===== src/rtl/srx_pkg.sv =====
package srx_pkg;

    localparam int DW = 8;

    typedef enum logic [2:0] {
        ST_IDLE,
        ST_START,
        ST_DATA,
        ST_EXTRA,
        ST_STOP,
        ST_WAIT_HI
    } srx_state_t;

    typedef struct packed {
        logic [DW-1:0] data;
        logic          fe;
        logic          pe;
        logic          brk;
        logic          addr;
    } srx_frame_t;

    typedef enum logic [1:0] {
        SEL_DATA = 2'd0,
        SEL_ST0  = 2'd1,
        SEL_ST1  = 2'd2,
        SEL_NONE = 2'd3
    } srx_sel_t;

    // Parity error: total ones of data plus parity bit must match polarity
    function automatic logic par_bad(input logic [DW-1:0] d, input logic pbit,
                                     input logic odd);
        return ((^d) ^ pbit) != odd;
    endfunction

endpackage


===== src/rtl/srx_sync.sv =====
module srx_sync #(
    parameter int STAGES = 2
) (
    input  logic clk,
    input  logic rst,
    input  logic din,
    output logic dout
);
    logic [STAGES-1:0] chain;

    generate
        for (genvar i = 0; i < STAGES; i++) begin : g_stage
            if (i == 0) begin : g_first
                always_ff @(posedge clk) begin
                    if (rst) chain[0] <= 1'b1;
                    else     chain[0] <= din;
                end
            end else begin : g_next
                always_ff @(posedge clk) begin
                    if (rst) chain[i] <= 1'b1;
                    else     chain[i] <= chain[i-1];
                end
            end
        end
    endgenerate

    assign dout = chain[STAGES-1];
endmodule


===== src/rtl/srx_framer.sv =====
module srx_framer
    import srx_pkg::*;
#(
    parameter int OS_RATE = 16
) (
    input  logic       clk,
    input  logic       rst,
    input  logic       os_tick,
    input  logic       rxs,
    input  logic       cfg_par_en,
    input  logic       cfg_par_odd,
    input  logic       cfg_mp_en,
    output logic       frm_valid,
    output srx_frame_t frm,
    output logic       glitch,
    output logic       busy
);
    localparam int CW   = (OS_RATE > 2) ? $clog2(OS_RATE) : 1;
    localparam int BW   = $clog2(DW);
    localparam logic [CW-1:0] LAST = CW'(OS_RATE - 1);
    localparam logic [CW-1:0] MID  = CW'(OS_RATE / 2 - 1);
    localparam logic [BW-1:0] LASTBIT = BW'(DW - 1);

    srx_state_t      st;
    logic [CW-1:0]   cnt;
    logic [BW-1:0]   bitn;
    logic [DW-1:0]   shreg;
    logic            xbit;
    logic            mp_l, par_l, odd_l;

    always_ff @(posedge clk) begin
        if (rst) begin
            st        <= ST_IDLE;
            cnt       <= '0;
            bitn      <= '0;
            shreg     <= '0;
            xbit      <= 1'b0;
            mp_l      <= 1'b0;
            par_l     <= 1'b0;
            odd_l     <= 1'b0;
            frm_valid <= 1'b0;
            frm       <= '0;
            glitch    <= 1'b0;
        end else begin
            frm_valid <= 1'b0;
            glitch    <= 1'b0;
            if (os_tick) begin
                case (st)
                    ST_IDLE: begin
                        if (!rxs) begin
                            st    <= ST_START;
                            cnt   <= '0;
                            mp_l  <= cfg_mp_en;
                            par_l <= cfg_par_en & ~cfg_mp_en;
                            odd_l <= cfg_par_odd;
                        end
                    end
                    ST_START: begin
                        if (cnt == MID) begin
                            cnt <= '0;
                            if (!rxs) begin
                                st   <= ST_DATA;
                                bitn <= '0;
                            end else begin
                                st     <= ST_IDLE;
                                glitch <= 1'b1;
                            end
                        end else begin
                            cnt <= cnt + 1'b1;
                        end
                    end
                    ST_DATA: begin
                        if (cnt == LAST) begin
                            cnt   <= '0;
                            shreg <= {rxs, shreg[DW-1:1]};
                            if (bitn == LASTBIT) begin
                                st   <= (mp_l || par_l) ? ST_EXTRA : ST_STOP;
                                xbit <= 1'b0;
                            end else begin
                                bitn <= bitn + 1'b1;
                            end
                        end else begin
                            cnt <= cnt + 1'b1;
                        end
                    end
                    ST_EXTRA: begin
                        if (cnt == LAST) begin
                            cnt  <= '0;
                            xbit <= rxs;
                            st   <= ST_STOP;
                        end else begin
                            cnt <= cnt + 1'b1;
                        end
                    end
                    ST_STOP: begin
                        if (cnt == LAST) begin
                            cnt       <= '0;
                            frm_valid <= 1'b1;
                            frm.data  <= shreg;
                            frm.fe    <= ~rxs;
                            frm.pe    <= par_l & par_bad(shreg, xbit, odd_l);
                            frm.brk   <= ~rxs & (shreg == '0);
                            frm.addr  <= mp_l & xbit;
                            st        <= rxs ? ST_IDLE : ST_WAIT_HI;
                        end else begin
                            cnt <= cnt + 1'b1;
                        end
                    end
                    ST_WAIT_HI: begin
                        if (rxs) st <= ST_IDLE;
                    end
                    default: st <= ST_IDLE;
                endcase
            end
        end
    end

    assign busy = (st != ST_IDLE);

    // a completed frame only comes out of the stop-bit sample
    a_r5_frame_from_stop: assert property (@(posedge clk) disable iff (rst)
        frm_valid |-> $past(st == ST_STOP));

    // a rejected start only comes from the start-validation state
    a_r2_glitch_from_start: assert property (@(posedge clk) disable iff (rst)
        glitch |-> $past(st == ST_START));

    // a frame taken in multiprocessor mode never reports a parity error
    a_r4_mp_no_parity: assert property (@(posedge clk) disable iff (rst)
        (frm_valid && $past(mp_l)) |-> !frm.pe);
endmodule


===== src/rtl/srx_regs.sv =====
module srx_regs
    import srx_pkg::*;
(
    input  logic       clk,
    input  logic       rst,
    input  logic       frm_valid,
    input  srx_frame_t frm,
    input  logic       glitch,
    input  logic       busy,
    input  logic       rd_stb,
    input  logic [1:0] rd_sel,
    output logic [7:0] rd_data,
    output logic       irq
);
    logic [DW-1:0] data_q;
    logic dav, ovr, fe, pe, brk, addr_mk, ovr_unrep;
    logic s1_addr, s1_glitch;
    logic stb_q;

    logic rd_start, dread, s0read, s1read, ovr_evt;
    logic [7:0] st0_val, st1_val;

    assign rd_start = rd_stb & ~stb_q;
    assign dread    = rd_start & (srx_sel_t'(rd_sel) == SEL_DATA);
    assign s0read   = rd_start & (srx_sel_t'(rd_sel) == SEL_ST0);
    assign s1read   = rd_start & (srx_sel_t'(rd_sel) == SEL_ST1);
    assign ovr_evt  = frm_valid & dav & ~dread;

    assign st0_val = {1'b0, busy, addr_mk, brk, pe, fe, ovr, dav};
    assign st1_val = {6'b0, s1_glitch, s1_addr};

    always_ff @(posedge clk) begin
        if (rst) begin
            data_q    <= '0;
            dav       <= 1'b0;
            ovr       <= 1'b0;
            fe        <= 1'b0;
            pe        <= 1'b0;
            brk       <= 1'b0;
            addr_mk   <= 1'b0;
            ovr_unrep <= 1'b0;
            s1_addr   <= 1'b0;
            s1_glitch <= 1'b0;
            stb_q     <= 1'b0;
            rd_data   <= '0;
        end else begin
            stb_q <= rd_stb;

            dav <= (dav & ~dread) | frm_valid;
            fe  <= (fe  & ~dread) | (frm_valid & frm.fe);
            pe  <= (pe  & ~dread) | (frm_valid & frm.pe);
            brk <= (brk & ~dread) | (frm_valid & frm.brk);

            if (frm_valid) begin
                data_q  <= frm.data;
                addr_mk <= frm.addr;
            end

            ovr       <= (ovr & ~(dread & ~ovr_unrep)) | ovr_evt;
            ovr_unrep <= (ovr_unrep & ~s0read) | ovr_evt;

            s1_addr   <= (s1_addr   & ~s1read) | (frm_valid & frm.addr);
            s1_glitch <= (s1_glitch & ~s1read) | glitch;

            if (rd_start) begin
                case (srx_sel_t'(rd_sel))
                    SEL_DATA: rd_data <= data_q;
                    SEL_ST0:  rd_data <= st0_val;
                    SEL_ST1:  rd_data <= st1_val;
                    default:  rd_data <= '0;
                endcase
            end
        end
    end

    assign irq = dav | ovr | fe | pe | brk;

    // overrun can only rise while a character was waiting unread
    a_r7_ovr_needs_dav: assert property (@(posedge clk) disable iff (rst)
        $rose(ovr) |-> $past(dav));

    // an unreported overrun survives the data read
    a_r8_ovr_kept: assert property (@(posedge clk) disable iff (rst)
        (dread && ovr && ovr_unrep) |=> ovr);

    // data read with no new character empties the data register
    a_r8_dav_cleared: assert property (@(posedge clk) disable iff (rst)
        (dread && !frm_valid) |=> !dav && !fe && !pe && !brk);

    // a held access keeps the captured value
    a_r9_hold_stable: assert property (@(posedge clk) disable iff (rst)
        (rd_stb && !rd_start) |=> $stable(rd_data));

    // secondary read with no event in that cycle leaves it empty
    a_r10_st1_clear: assert property (@(posedge clk) disable iff (rst)
        (s1read && !glitch && !frm_valid) |=> (st1_val == 8'h00));
endmodule


===== src/rtl/srx_receiver.sv =====
module srx_receiver
    import srx_pkg::*;
#(
    parameter int OS_RATE     = 16,
    parameter int SYNC_STAGES = 2
) (
    input  logic       clk,
    input  logic       rst,
    input  logic       os_tick,
    input  logic       rx_line,
    input  logic       cfg_par_en,
    input  logic       cfg_par_odd,
    input  logic       cfg_mp_en,
    input  logic       rd_stb,
    input  logic [1:0] rd_sel,
    output logic [7:0] rd_data,
    output logic       irq
);
    logic       rxs;
    logic       frm_valid, glitch, busy;
    srx_frame_t frm;

    srx_sync #(.STAGES(SYNC_STAGES)) u_sync (
        .clk  (clk),
        .rst  (rst),
        .din  (rx_line),
        .dout (rxs)
    );

    srx_framer #(.OS_RATE(OS_RATE)) u_framer (
        .clk         (clk),
        .rst         (rst),
        .os_tick     (os_tick),
        .rxs         (rxs),
        .cfg_par_en  (cfg_par_en),
        .cfg_par_odd (cfg_par_odd),
        .cfg_mp_en   (cfg_mp_en),
        .frm_valid   (frm_valid),
        .frm         (frm),
        .glitch      (glitch),
        .busy        (busy)
    );

    srx_regs u_regs (
        .clk       (clk),
        .rst       (rst),
        .frm_valid (frm_valid),
        .frm       (frm),
        .glitch    (glitch),
        .busy      (busy),
        .rd_stb    (rd_stb),
        .rd_sel    (rd_sel),
        .rd_data   (rd_data),
        .irq       (irq)
    );

    // a pending character always requests service
    a_r11_irq_on_dav: assert property (@(posedge clk) disable iff (rst)
        ($past(frm_valid)) |-> irq);
endmodule


===== config.mk =====
export PLATFORM = sky130hd
export DESIGN_NAME = srx_receiver
export DESIGN_NICKNAME = d
export VERILOG_FILES = /design/src/rtl/srx_pkg.sv /design/src/rtl/srx_sync.sv /design/src/rtl/srx_framer.sv /design/src/rtl/srx_regs.sv /design/src/rtl/srx_receiver.sv
export SDC_FILE = /design/constraint.sdc
export NUM_CORES = 1
export LEC_CHECK = 0
export BUFFER_PORTS_ARGS = -buffer_cell sky130_fd_sc_hd__buf_2
export CAP_MARGIN = 25
export CORE_MARGIN = 2
export CORE_UTILIZATION = 30
export CTS_CLUSTER_DIAMETER = 200
export DETAILED_ROUTE_END_ITERATION = 10
export PLACE_DENSITY = 0.45
export SYNTH_ARGS = -nofsm -noshare
export SYNTH_HDL_FRONTEND = slang
export SYNTH_SLANG_ARGS = --single-unit

===== constraint.sdc =====
create_clock -name clk -period 3.9 [get_ports clk]
set_input_delay 0.39 -clock clk [delete_from_list [all_inputs] [get_ports clk]]
set_output_delay 0.39 -clock clk [all_outputs]
set_load 0.03 [all_outputs]

* Yosys cells after proc, flatten, opt, wreduce, memory -nomap -nowiden
Cells that the tools add are included.
Operators by class: add/sub/neg operators 2, eq/ne operators 20, mux-type cells 27, bitwise logic cells 48, reduce and logical (&&, ||, !) cells 19
Operator list (number):
- 2-to-1 mux 3 bit | 13
- case mux 8 bit (3 select lines) | 1
- AND 1 bit | 23
- case mux 3 bit (6 select lines) | 1
- 2-to-1 mux 4 bit | 3
- inverter 1 bit | 12
- bitwise OR 1 bit | 12
- case mux 4 bit (3 select lines) | 1
- AND reduction 3 bit | 4
- inequality test 2 x 1 -> 1 bit (second input constant) | 5
- equality test 3 bit (second input constant) | 3
- logical NOT 8 bit | 1
- inequality test 2 bit (second input constant) | 4
- AND reduction 8 bit | 1
- parity 8 bit | 1
- equality test 3 x 2 -> 1 bit (second input constant) | 2
- case mux 3 bit (2 select lines) | 1
- AND reduction 6 bit | 1
- nonzero test 3 bit | 2
- OR reduction 3 bit | 2
- 2-to-1 mux 1 bit | 5
- AND reduction 5 bit | 1
- adder 4 x 1 -> 4 bit (second input constant) | 1
- equality test 4 x 3 -> 1 bit (second input constant) | 1
- other kinds (14) | 15
Word-level totals: register bits after elaboration 64, bits of input ports 10, word-level logic and storage cells 145

* Depth between registers and ports, before layout
Gate-level depths: netlist of run 1.
depth in word-level cells 7, gate-level depth with buffers 6, gate-level depth less buffers 6

* Cells and area by module
From an unflattened synthesis of run 1, not the netlist that was laid out.
Second synthesis, totals: cells, all modules 324, area total of the unflattened synthesis 2911.5 um^2
Modules (own cells, without submodules):
- srx_framer | instances 1, cells an instance 213, area each 1765.4 um^2, seq. area each 720.7 um^2
- srx_regs | instances 1, cells an instance 107, area each 1093.5 um^2, seq. area each 520.5 um^2
- srx_sync | instances 1, cells an instance 4, area each 52.6 um^2, seq. area each 40.0 um^2

* Least setup slack after synthesis of run 1
No wires, ideal clock.
path type reg2reg, start register u_framer.bitn[0], end register u_framer.st[0], setup time 72 ps, arrival time 1479 ps, required time 3828 ps, slack 2350 ps, cell stages (with the launch flop) 7, path buffers 0, period minus slack after synthesis 1550 ps, cell sequence dfxtp_1 > ha_1 > ha_1 > a211o_1 > o21a_1 > o21ai_1 > mux2i_1
Between the ends: longest elaborated chain between the ends 3
Ends and longest elaborated chain:
- from (decl) | line srx_framer.sv:26 | logic [BW-1:0] bitn;
- from (signal assigned) | line srx_framer.sv:80 | bitn <= bitn + 1'b1;
- equality test 3 bit | line srx_framer.sv:76 | if (bitn == LASTBIT) begin
- inequality test 2 x 1 -> 1 bit (no source line)
- AND reduction 8 bit (no source line)
- to (signal assigned) | line srx_framer.sv:77 | st <= (mp_l || par_l) ? ST_EXTRA : ST_STOP;
- to (signal assigned) | line srx_framer.sv:104 | st <= rxs ? ST_IDLE : ST_WAIT_HI;
- to (decl) | line srx_framer.sv:24 | srx_state_t st;
Every way passes these cells. A chain may end at the register's enable or synchronous reset.

* Final worst setup path of run 1
start register u_framer.cnt[0], end register u_framer.frm[1] (netlist name)
Between the ends: longest elaborated chain between the ends 2
Ends and longest elaborated chain:
- from (decl) | line srx_framer.sv:25 | logic [CW-1:0] cnt;
- from (signal assigned) | line srx_framer.sv:69 | cnt <= cnt + 1'b1;
- from (signal assigned) | line srx_framer.sv:83 | cnt <= cnt + 1'b1;
- from (signal assigned) | line srx_framer.sv:92 | cnt <= cnt + 1'b1;
- equality test 4 bit | line srx_framer.sv:96 | if (cnt == LAST) begin
- AND reduction 3 bit (no source line)
Every way passes these cells.

==> results of run 1 <==
==> cells by family after synthesis <==
| kind of cell | Yosys count | share of synthesized area [%] |
|---|---|---|
| mux | 30 | 10.6 |
| flops | 64 | 44.4 |
| xor+xnor | 5 | 1.52 |
| buf+inv | 33 | 4.90 |
| fa+ha+maj | 7 | 3.03 |
| simple gates | 134 | 22.8 |
| compound gates | 57 | 12.8 |
==> metal layers <==
metal / track usage (%) / vias to the layer above / share of wire, %
met2: 18.7 / 22 / 42
met4: 6.77 / 0 / 2.1
met3: 2.80 / 11 / 2.3
met1: 17.5 / 1028 / 54
li1: - / 1161 / -
met5: 0 / - / 0
==> per-stage QoR <==
step	utilization [%]	cells	instance area, um^2
6_report	35.1	472	3260
5_1_grt	35.1	472	3260
4_1_cts	35.1	472	3260
3_5_place_dp	32.8	456	3050
3_3_place_gp	32.8	456	3050
2_1_floorplan	-	330	2890
==> flip-flops by register name (all words and copies together) (netlist names), 3 cells and up <==
| register | flops |
|---|---|
| u_framer.st | 3 |
| u_framer.bitn | 3 |
| u_framer.shreg | 8 |
| u_regs.rd_data | 8 |
| u_regs.data_q | 8 |
| u_framer.frm | 12 |
| u_framer.cnt | 4 |
==> power groups by stage <==
stage,sequential (mW),combinational (mW),clock [mW]
final,0.665,0.0584,0.612
after detailed placement,0.680,0.0588,0
after CTS,0.665,0.0589,0.634
after floorplan,0.679,0.0428,0
after global routing,0.666,0.0650,0.663
after global placement,0.680,0.0592,0
==> worst register-to-register path, cell delays in order, from the launching register on <==
cell     delay, ns
dfxtp_1       0.37
ha_1          0.27
and3_1        0.20
nand4_1       0.48
or3_1         0.54
a21oi_1       0.12
==> cells in the final DEF, fill, tap and decap left out, types with 2 or more instances in the layout <==
cell       count
dfxtp_1       64
nor2_1        47
nand2_1       36
mux2i_1       26
a21oi_1       23
buf_2         18
inv_1         10
nor3_1         9
nand3_1        9
clkbuf_8       9
a22oi_1        8
ha_1           7
a211oi_1       5
nor2b_1        5
xnor2_1        5
o21ai_0        4
mux2_2         4
nand2b_1       3
or3_1          3
nand4_1        3
nor3b_1        3
clkinv_2       3
o21ai_1        2
or2_2          2
o21ai_2        2
a211o_1        2
or3b_1         2
o221ai_1       2
or4_1          2
nor4_1         2
bufinv_16      2
==> area by class of cell <==
| type | instances | area (um^2) |
|---|---|---|
| Timing Repair Buffer | 19 | 97.6 |
| Inverter | 11 | 41.3 |
| Clock inverter | 6 | 83.8 |
| Sequential cell | 64 | 1280 |
| Fill cell | 982 | 6030 |
| Clock buffer | 10 | 128 |
| Multi-Input combinational cell | 233 | 1470 |
| Tap cell | 129 | 161 |
==> worst max path at each step <==
stage                                 from         endpoint  slack [ns]  depth (start not counted)
after floorplan           u_framer.bitn[0]   u_framer.st[0]        2.35                          6
after global placement     u_framer.cnt[0]  u_framer.frm[1]        1.92                          5
after detailed placement   u_framer.cnt[0]  u_framer.frm[1]        1.88                          5
after CTS                  u_framer.cnt[0]  u_framer.frm[1]        1.85                          5
after global routing       u_framer.cnt[0]  u_framer.frm[1]        1.68                          5
final                      u_framer.cnt[0]  u_framer.frm[1]        1.85                          5
==> results_dict.tcl, run 1 <==
set metrics [dict create \
    hp-start "rx_line" \
    regToRegSetupSlack_ns 1.85 \
    dp_hpwl_um 4120 \
    ctsResizeCount 0 \
    core-area_um2 9280 \
    grt_max_degree 53 \
    cts_htree_levels 3 \
    die_h_um 102 \
    criticalPathCategory "flip-flop to flip-flop" \
    grt_pass1_wl_um 10400 \
    initial_core_util_pct 31.1 \
    clock_path_buffers 2 \
    layout-drive-gt1-share_pct 14.0 \
    crit_fanout 14 \
    outcome "complete, no violations" \
    finalCritPeriodShare_pct 52.6 \
    portBuffers 18 \
    synth-edff-count 0 \
    post_cts_buffers 0 \
    worst_pin_slew_ns 0.747 \
    yosysWarnings 0 \
    hold_viol_final 0 \
    routabilityCongestion 0.792 \
    ir_worst_vdd_v 0.000172 \
    antenna_left 0 \
    fin_worst_skew_ns 0.00590 \
    synth_area_leader_cell "dfxtp_1" \
    clkPwrFrac_pct 45.8 \
    yosys-top-cells-count "dfxtp_1, nor2_1, nand2_1" \
    ys_seq_area_share_pct 44.4 \
    r2r_cells 5 \
    hold_path_depth 2 \
    grt_pass1_vias 2164 \
    reg2reg_to "u_framer.frm[1]" \
    drv_slew 0 \
    drt_pass1_iterations 4 \
    num_antenna_cells 0 \
    synth_cell_type_count 49 \
    synth-seq-cells 64 \
    setup_violations 0 \
    power_density_nw_per_um2 410 \
    synth_async_sr_flop_share_pct 0 \
    vias 2222 \
    path_clk_slew_ns 0.07 \
    comb_power_share_pct 4.4 \
    endpoint_kind "flip-flop" \
    drt_wl_total_um 6010 \
    drv_cap 0 \
    grt_setup_unrepaired "false" \
    crit_family "simple AND/OR/NAND/NOR gates" \
    ctsHoldBuffers 0 \
    timing.rr.start "u_framer.cnt[0]" \
    netlist_area_um2 2890 \
    crit_buf_inv 0 \
    synth.most_common_cell "dfxtp_1" \
    power.total_mw 1.34 \
    antenna_found_initial 0 \
    cts.sink_count 64 \
    root_buffer "clkbuf_8" \
    p_seq_share_pct 49.8 \
    p_int_mw 1.04 \
    cts_buffers 9 \
    routedWlPerCell_um 12.7 \
    routed_via_density 4.71 \
    yosysTopAreaCellShare_pct 44.4 \
    whs_ns 0.239 \
    crit_chain "ha_1, and3_1, nand4_1, or3_1, a21oi_1" \
    setup_slack_ns 1.85 \
    critPathMaxStageDelay_ns 0.54 \
    num_io_pins 19 \
    clock.fmax_mhz 488 \
    tns_ns 0 \
    synth_flop_cell "dfxtp_1" \
    nets 355 \
    dieArea_um2 10400 \
    synth_fp_nets 347 \
    power_leakage_nw 1.18 \
    hold_end "u_sync.chain[0]" \
    dr.first_iter.drc_count 112 \
    grt-ovfl-total 0 \
    syn_inst 330 \
    p_sw_uw 299 \
    p_sw_share_pct 22.4 \
    grtUsageTotal_pct 12.7 \
    crit_required_ns 4.17 \
    drcViolationCount 0 \
    min_path_type "primary input to flip-flop" \
    slew_headroom_pct 50.2 \
    cp.arrival_ns 2.32 \
    clk_latency_ns 0.33 \
    rows 35 \
    crit_slowest_cell "or3_1" \
    die_w_um 102 \
    worst_setup_path_start_kind "flip-flop" \
    synth.area.top_cells "dfxtp_1, mux2i_1, nor2_1" \
    place_worst_setup_slack_ns 1.88 \
    cts_tree "built" \
    fin_crit_ns 2.05 \
    postSynthAreaPerCell_um2 8.75 \
    area_growth_pct 12.8 \
]
No activity file was read; power rests on OpenSTA's default activity.
==> run 2, diff against run 1 <==
- clock period: 3.9 -> 1.95 ns (I/O delays scaled with it)
==> results_dict.tcl, run 2 (synthesized netlist as in run 1, its figures left out) <==
set metrics [dict create \
    outcome "complete, no violations" \
    slew_headroom_pct 58.2 \
    clock_path_buffers 2 \
    num_antenna_cells 0 \
    vias 2278 \
    layout_common_cells "dfxtp_1, nor2_1, nand2_1" \
    tns_ns 0 \
    path_clk_slew_ns 0.08 \
    cts_htree_levels 3 \
    regArea_um2 1280 \
    crit_required_ns 2.22 \
    die_h_um 102 \
    cts_tree "built" \
    nets 362 \
    top_register "u_framer.frm" \
    criticalPathCategory "flip-flop to flip-flop" \
    worst_setup_path_start_kind "flip-flop" \
    drt_wl_total_um 6400 \
    dr.first_iter.drc_count 92 \
    endpoint_kind "flip-flop" \
    post_cts_buffers 0 \
    crit_chain "a21boi_1, or4_1, a21oi_1" \
    largest_register_ffs 12 \
    setup_slack_ns 0.179 \
    portBuffers 18 \
    fillers 985 \
    cts_buffers 9 \
    critPathMaxStageDelay_ns 0.73 \
    root_buffer "clkbuf_8" \
    antenna_left 0 \
    routabilityCongestion 0.777 \
    power_density_nw_per_um2 851 \
    dp_hpwl_um 4390 \
    initial_core_util_pct 31.1 \
    dieArea_um2 10400 \
    area_growth_pct 15.8 \
    ir_worst_vdd_v 0.000343 \
    ctsHoldBuffers 0 \
    core-area_um2 9280 \
    grtUsageTotal_pct 13.2 \
    final_common_cell "dfxtp_1" \
    crit_family "flip-flops" \
    drt_pass1_iterations 4 \
    layout-drive-gt1-share_pct 16.0 \
    ctsResizeCount 0 \
    routed_via_density 4.76 \
    clk_latency_ns 0.34 \
    finish.instance_area_um2 3340 \
    dpl-instance-area_um2 3100 \
    fin_worst_skew_ns 0.0116 \
    drv_cap 0 \
    rows 35 \
    fin_util_pct 36.0 \
    routedWlPerCell_um 13.4 \
    grt_max_degree 26 \
    crit_slowest_cell "dfxtp_1" \
    die_w_um 102 \
    cts.sink_count 64 \
    finalCritPeriodShare_pct 90.8 \
    setup_violations 0 \
    drv_slew 0 \
    power_leakage_nw 1.23 \
    cp.arrival_ns 2.04 \
    grt-ovfl-total 0 \
    antenna_found_initial 0 \
    num_io_pins 19 \
    min_path_type "primary input to flip-flop" \
    place_worst_setup_slack_ns 0.221 \
    worst_pin_slew_ns 0.627 \
    multi_input_area_um2 1470 \
    grt_pass1_vias 2084 \
    fin_crit_ns 1.77 \
    power.total_mw 2.85 \
    grt_pass1_wl_um 10600 \
    grt_setup_unrepaired "false" \
    hold_viol_final 0 \
    clock.fmax_mhz 565 \
    drcViolationCount 0 \
    crit_buf_inv 0 \
    regToRegSetupSlack_ns 0.18 \
    crit_fanout 17 \
]
[run 2: cell count changes in the layout (fill, tap and decap cells not counted)]
cell and change:
clkinv_4 +1, buf_4 +7, bufinv_16 +1, clkinv_2 -2, clkbuf_1 -1, clkinvlp_4 +1
[run 2: final cells by class]
type	instances	share of cell area (%)
Inverter	11	1.24
Tap cell	129	4.83
Clock buffer	9	3.71
Timing Repair Buffer	26	4.49
Sequential cell	64	38.3
Clock inverter	7	3.59
Multi-Input combinational cell	233	43.8
[run 2: where the power goes]
group | switching, mW | total [mW] | internal (mW)
combinational | 0.0811 | 0.125 | 0.0441
sequential | 0.0130 | 1.33 | 1.32
clock | 0.542 | 1.39 | 0.851
[run 2: metal layers]
layer	track usage [%]	part of all wire, %	up-vias
met5	0	0	-
met4	5.44	1.5	0
met3	3.69	3.6	8
met2	18.4	42	36
met1	19.0	52	1060
li1	-	-	1174
[run 2: path summary, 6_finish.rpt]
kind / startpoint / to / depth (start not counted)
max: u_framer.st[0] / u_framer.cnt[0] / 3
min: rx_line / u_sync.chain[0] / 2
max reg2reg: u_framer.st[0] / u_framer.cnt[0] / 3
min reg2reg: u_sync.chain[0] / u_sync.dout / 1
[run 2: metrics by stage]
step | hold slack [ns] | instances
final | 0.0403 | 479
after global routing | 0.0359 | 479
after CTS | 0.0269 | 479
after detailed placement | 0.386 | 463
after global placement | 0.385 | 463
after floorplan | 0.299 | 330
